`src/rtl/rotc_shifter_pkg.sv`:
```
package rotc_shifter_pkg;

  typedef enum logic [2:0] {
    OP_SHL  = 3'b000,
    OP_SHR  = 3'b001,
    OP_ROL  = 3'b010,
    OP_ROR  = 3'b011,
    OP_ROLC = 3'b100,
    OP_RORC = 3'b101
  } shift_op_e;

  // How the upper half of the funnel is loaded
  typedef enum logic [1:0] {
    FILL_ZERO  = 2'd0,
    FILL_WORD  = 2'd1,
    FILL_CARRY = 2'd2
  } fill_kind_e;

  function automatic logic op_is_left(logic [2:0] op);
    return (op == OP_SHL) || (op == OP_ROL) || (op == OP_ROLC);
  endfunction

  function automatic logic op_is_defined(logic [2:0] op);
    return op <= OP_RORC;
  endfunction

  function automatic fill_kind_e fill_of(logic [2:0] op);
    fill_kind_e f;
    case (op)
      OP_ROL, OP_ROR:   f = FILL_WORD;
      OP_ROLC, OP_RORC: f = FILL_CARRY;
      default:          f = FILL_ZERO;
    endcase
    return f;
  endfunction

endpackage

```
`src/rtl/bs_rst_sync.sv`:
```
module bs_rst_sync #(
  parameter int STAGES = 2
) (
  input  logic clk,
  input  logic rst_n,
  output logic rst_sync_n
);
  logic [STAGES-1:0] chain_q;
  logic [STAGES-1:0] chain_d;

  always_comb begin
    chain_d = {chain_q[STAGES-2:0], 1'b1};
  end

  always_ff @(posedge clk or negedge rst_n) begin
    if (!rst_n) chain_q <= '0;
    else        chain_q <= chain_d;
  end

  assign rst_sync_n = chain_q[STAGES-1];
endmodule

```
`src/rtl/bs_operand_prep.sv`:
```
module bs_operand_prep
  import rotc_shifter_pkg::*;
#(
  parameter int W = 32,
  localparam int N = W + 1
) (
  input  logic [W-1:0]   data_i,
  input  logic           carry_i,
  input  logic [2:0]     op_i,
  output logic [2*N-1:0] funnel_o,
  output logic           left_o
);
  logic [W-1:0] rev_w;
  logic [W-1:0] src_w;

  for (genvar i = 0; i < W; i++) begin : g_rev
    assign rev_w[i] = data_i[W-1-i];
  end

  assign left_o = op_is_left(op_i);
  assign src_w  = left_o ? rev_w : data_i;

  // Window bit 0 is the carry slot; bits N-1:1 carry the word.
  always_comb begin
    case (fill_of(op_i))
      FILL_WORD:  funnel_o = {1'b0, src_w, src_w, 1'b0};
      FILL_CARRY: funnel_o = {src_w, carry_i, src_w, carry_i};
      default:    funnel_o = {{N{1'b0}}, src_w, 1'b0};
    endcase
  end
endmodule

```
`src/rtl/bs_funnel_core.sv`:
```
module bs_funnel_core #(
  parameter int W  = 32,
  parameter int AW = 5,
  localparam int N = W + 1
) (
  input  logic [2*N-1:0] funnel_i,
  input  logic [AW-1:0]  amt_i,
  output logic [N-1:0]   win_o
);
  logic [2*N-1:0] stg [AW+1];

  assign stg[0] = funnel_i;

  for (genvar k = 0; k < AW; k++) begin : g_stage
    localparam int SH = 1 << k;
    assign stg[k+1] = amt_i[k] ? (stg[k] >> SH) : stg[k];
  end

  assign win_o = N'(stg[AW]);
endmodule

```
`src/rtl/bs_result_stage.sv`:
```
module bs_result_stage
  import rotc_shifter_pkg::*;
#(
  parameter int W  = 32,
  parameter int AW = 5,
  localparam int N = W + 1
) (
  input  logic [N-1:0]  win_i,
  input  logic          left_i,
  input  logic [W-1:0]  data_i,
  input  logic          carry_i,
  input  logic [AW-1:0] amt_i,
  input  logic [2:0]    op_i,
  output logic [W-1:0]  res_o,
  output logic          carry_o
);
  logic [W-1:0] body_w;
  logic [W-1:0] body_rev_w;
  logic         bypass_w;

  assign body_w = win_i[N-1:1];

  for (genvar i = 0; i < W; i++) begin : g_unrev
    assign body_rev_w[i] = body_w[W-1-i];
  end

  assign bypass_w = (amt_i == '0) || !op_is_defined(op_i);

  always_comb begin
    if (bypass_w) begin
      res_o   = data_i;
      carry_o = carry_i;
    end else begin
      res_o   = left_i ? body_rev_w : body_w;
      carry_o = win_i[0];
    end
  end
endmodule

```
`src/rtl/rotc_shifter.sv`:
```
module rotc_shifter
  import rotc_shifter_pkg::*;
#(
  parameter int W = 32,
  localparam int AW = $clog2(W),
  localparam int N  = W + 1
) (
  input  logic          clk,
  input  logic          rst_n,
  input  logic [W-1:0]  data_i,
  input  logic [AW-1:0] amt_i,
  input  logic [2:0]    op_i,
  input  logic          carry_i,
  output logic [W-1:0]  result_o,
  output logic          carry_o
);
  logic           rst_sync_n;
  logic [2*N-1:0] funnel_w;
  logic           left_w;
  logic [N-1:0]   win_w;
  logic [W-1:0]   res_d;
  logic           carry_d;
  logic [W-1:0]   res_q;
  logic           carry_q;

  bs_rst_sync #(.STAGES(2)) rst_sync_i (
    .clk        (clk),
    .rst_n      (rst_n),
    .rst_sync_n (rst_sync_n)
  );

  bs_operand_prep #(.W(W)) prep_i (
    .data_i   (data_i),
    .carry_i  (carry_i),
    .op_i     (op_i),
    .funnel_o (funnel_w),
    .left_o   (left_w)
  );

  bs_funnel_core #(.W(W), .AW(AW)) core_i (
    .funnel_i (funnel_w),
    .amt_i    (amt_i),
    .win_o    (win_w)
  );

  bs_result_stage #(.W(W), .AW(AW)) post_i (
    .win_i   (win_w),
    .left_i  (left_w),
    .data_i  (data_i),
    .carry_i (carry_i),
    .amt_i   (amt_i),
    .op_i    (op_i),
    .res_o   (res_d),
    .carry_o (carry_d)
  );

  always_ff @(posedge clk or negedge rst_sync_n) begin
    if (!rst_sync_n) begin
      res_q   <= '0;
      carry_q <= 1'b0;
    end else begin
      res_q   <= res_d;
      carry_q <= carry_d;
    end
  end

  assign result_o = res_q;
  assign carry_o  = carry_q;
endmodule

```
`config.mk`:
```
export PLATFORM = sky130hd
export DESIGN_NAME = rotc_shifter
export DESIGN_NICKNAME = d
export VERILOG_FILES = /design/src/rtl/rotc_shifter_pkg.sv /design/src/rtl/bs_rst_sync.sv /design/src/rtl/bs_operand_prep.sv /design/src/rtl/bs_funnel_core.sv /design/src/rtl/bs_result_stage.sv /design/src/rtl/rotc_shifter.sv
export SDC_FILE = /design/constraint.sdc
export NUM_CORES = 1
export LEC_CHECK = 0
export BUFFER_PORTS_ARGS = -buffer_cell sky130_fd_sc_hd__buf_2
export CORE_MARGIN = 1
export CORE_UTILIZATION = 30
export DETAILED_ROUTE_END_ITERATION = 10
export MAX_ROUTING_LAYER = met4
export PLACE_DENSITY = 0.48
export SYNTH_ARGS = -nofsm -noshare
export SYNTH_HDL_FRONTEND = slang
export SYNTH_SLANG_ARGS = --single-unit
```
`constraint.sdc`:
```
create_clock -name clk -period 1.25 [get_ports clk]
set_input_delay 0 -clock clk [delete_from_list [all_inputs] [get_ports clk]]
set_output_delay 0 -clock clk [all_outputs]
set_load 0.01 [all_outputs]
```
==> run summary <==
Crit path capture type - flop
Setup ws final - -1.29 ns
Pre-antenna DRT Iters - 6
Die X - 150 um
Syn avg cell area - 8.34 um2
Final nets - 1203
Dpl cells - 1393
Chip Height - 150 um
Status - complete, but fails checks
Clock sink count - 35
PwrDens - 747 nW/um2
Syn Inst Count - 790
Synth Net Count - 836
CTS tree - built
Slew headroom - 56.9%
HPWL after DPL - 32500 um
Worst R2R Path Depth - 1
Hold Fails Final Rpt - 0
Cell taking the most area after synthesis - mux4_2
End point of the critical path - result_o[22]
Total leakage power - 4.86 nW
Post-route non-filler standard cell count - 1433
FP Rows - 53
Worst setup path start - op_i[1]
CP max stage cell - mux4_2
Fin util - 52.3%
Layout cells sized above 1 - 57.8%
Routed WL - 41300 um
Synth Register Bits - 35
Routed len/inst - 28.8 um
Via count - 9345
Full die area - 22500 um2
Largest net degree at the start of global routing - 34
Post-synth EDFFs - 0
Top Metal Used - met4
Post-Route Setup TNS - -38.84 ns
Sequential element share of the synthesized area - 13.3%
Worst vdd ir - 0.446 mV
Failing checks - setup timing
# setup viols final - 33
Startpoint Class - primary input
FFs w/ async S/R, synth - 100%
Tmin final - 2.54 ns
Share of the synthesized area in the top cell type - 17.1%
Critical Path RT - 1.42 ns
Clock-pin slew on the worst setup and hold paths - 0.06 ns
Post-synth top flop - dfrtp_1
Max cap viols - 0
RR Startpoint - rst_sync_i.chain_q[1]
Synth Cell Area - 6590 um2
Initial antenna violation count - 0
Total grt overflow - 0
Ant diodes - 0
Initial Utilization - 30.9%
Met1 WL - 17000 um
Clk root buf - clkbuf_16
Worst-path fanout max - 5
P_sw - 3.63 mW
Comb power frac - 68.7%
Routed Antenna Nets - 0
RR Endpoint - result_o[23]
Synth unique cells - 76
Maximum clock rate - 394 MHz
Num CTS Buffers - 5
Placer Congestion - 1.04
Layout Area Growth over Synthesis - 69.0%
Switching Share - 43.6%
Final Cycle Share - 203%
Pint - 4.69 mW
Longest Clk Path Bufs - 2
Metal3 WL - 3770 um
GRT Overall Usage - 37.3%
DRT iter0 DRCs - 993
RSZ-0062 raised after global routing - true
WS Path Type - primary input to flop
Yosys Warn Count - 0
CP Data Arrival Time - 2.70 ns
Clock Latency Late Sink - 0.29 ns
I/O pin cnt - 76
Routed met2 length - 18100 um
CP peak stage delay - 0.48 ns
Slew Viols, Final - 0
Vias/cell - 6.52
Min-Delay Path Class - primary input to async pin
Number of global-route vias before repair - 8780
Layout fillers - 1990
Largest cells by area after synthesis - mux4_2, dfrtp_1, a221oi_1
Crit-path cells - buf_8 -> buf_6 -> a21oi_4 -> buf_12 -> buf_12 -> mux2_4 -> a22o_1 -> mux4_2 -> a211oi_2 -> o311ai_1 -> buf_4 -> mux2i_1 -> buf_4 -> o21ai_1
Overall Power - 8.32 mW
First-pass GRT wire length - 59100 um
Reg power frac - 16.2%
H-tree depth - 2
Drt drc - 0
Skew final - 0.00368 ns
Slew at the pin with the worst max-slew slack - 0.642 ns
Total core area - 21300 um2
Port Buffers - 75
Hold_ws - 0.0286 ns
Clock share of power - 15.1%
Worst R2R Setup Slack - 0.68 ns
flip-flops by register name (all words and copies together), names as in the netlist:
| name | count |
|---|---|
| result_o | 32 |
| rst_sync_i.chain_q | 2 |
| carry_o | 1 |
per-layer routing:
metal | track usage (%) | vias up
li1 | - | 3996
met1 | 50.5 | 4590
met2 | 55.9 | 635
met3 | 4.18 | 124
met4 | 16.4 | 0
met5 | - | -
per-stage QoR:
stage	cell area, um2	setup WS [ns]
final	11100	-1.29
after global routing	11100	-1.33
after CTS	10700	-1.28
after detailed placement	9680	-1.80
after global placement	9680	-1.86
after floorplan	6640	-1.19
layout make-up:
class	instances	area, um2	area share [%]
Sequential cell	35	876	7.87
Clock buffer	5	125	1.12
Tap cell	275	344	3.09
Clock inverter	3	20.0	0.180
Inverter	8	30.0	0.270
Timing Repair Buffer	444	3550	31.9
Multi-Input combinational cell	663	6180	55.6
how the worst min path moves through the flow:
stage / from / endpoint / cells past startpoint
finish: rst_n / rst_sync_i.chain_q[1] / 2
global route: rst_n / rst_sync_i.chain_q[0] / 2
CTS: rst_n / rst_sync_i.chain_q[0] / 2
detailed placement: rst_n / rst_sync_i.chain_q[0] / 1
global placement: rst_n / rst_sync_i.chain_q[0] / 1
floorplan: rst_n / rst_sync_i.chain_q[0] / 0
critical path: cells and delay by family:
family                 cells  cell delay [ns]
AO/OA/AOI/OAI              5             0.88
multiplexers               3             0.95
buffers and inverters      6             0.87
cells by family (layout without fill, tap and decap cells):
logic type / after synthesis / after routing / share of synthesized area [%]
and+or+nand+nor: 249 / 249 / 17.2
buffers and inverters: 92 / 460 / 6.08
xor gates and xnor gates: 1 / 1 / 0.133
AOI/OAI and AO/OA: 286 / 286 / 33.5
other: 1 / 1 / 0.0569
muxes: 123 / 123 / 29.1
adders and majority gates: 3 / 3 / 0.570
DFF: 35 / 35 / 13.3
cell usage after synthesis (all sizes together), types with 6 or more instances:
| library cell | number |
|---|---|
| a211oi | 11 |
| a21oi | 35 |
| a221o | 9 |
| a221oi | 47 |
| a22o | 20 |
| a22oi | 41 |
| a31oi | 11 |
| a32oi | 8 |
| and2 | 8 |
| and3 | 9 |
| buf | 25 |
| clkbuf | 59 |
| dfrtp | 35 |
| inv | 7 |
| mux2 | 39 |
| mux2i | 34 |
| mux4 | 50 |
| nand2 | 97 |
| nand3 | 18 |
| nand4 | 6 |
| nor2 | 62 |
| nor3 | 18 |
| nor4 | 16 |
| o211ai | 7 |
| o21ai | 26 |
| o221ai | 12 |
| o22ai | 7 |
timing repair:
action | CTS | global route
gates resized for setup | 128 | 70
endpoints found under the setup margin | 33 | 33
buffers inserted | 21 | 10
hold buffers | 1 | 0
endpoints found under the hold margin | 2 | 0
cloned | 4 | 1
pin swaps | 53 | 35
layout by cell type, fill, tap and decap left out, types with 10 or more instances in the layout:
master      n
a21oi_1    26
a221oi_1   24
a221oi_2   17
a22o_1     15
a22oi_1    27
a22oi_2    14
a31oi_1    10
buf_12     16
buf_2      73
buf_4     321
buf_6      25
dfrtp_1    35
mux2_2     25
mux2_4     14
mux2i_1    30
mux4_2     50
nand2_1    92
nand3_1    14
nor2_1     61
nor3_1     17
o21ai_1    13
o221ai_2   10
power by group through the flow:
stage / Clock, mW / Sequential [mW] / Combinational [mW]
CTS: 1.26 / 1.35 / 5.31
detailed placement: 0 / 1.37 / 4.75
global route: 1.34 / 1.37 / 5.94
floorplan: 0 / 1.47 / 2.19
finish: 1.25 / 1.35 / 5.72
global placement: 0 / 1.37 / 4.78
Note: power is estimated with default switching activity, not from simulation.
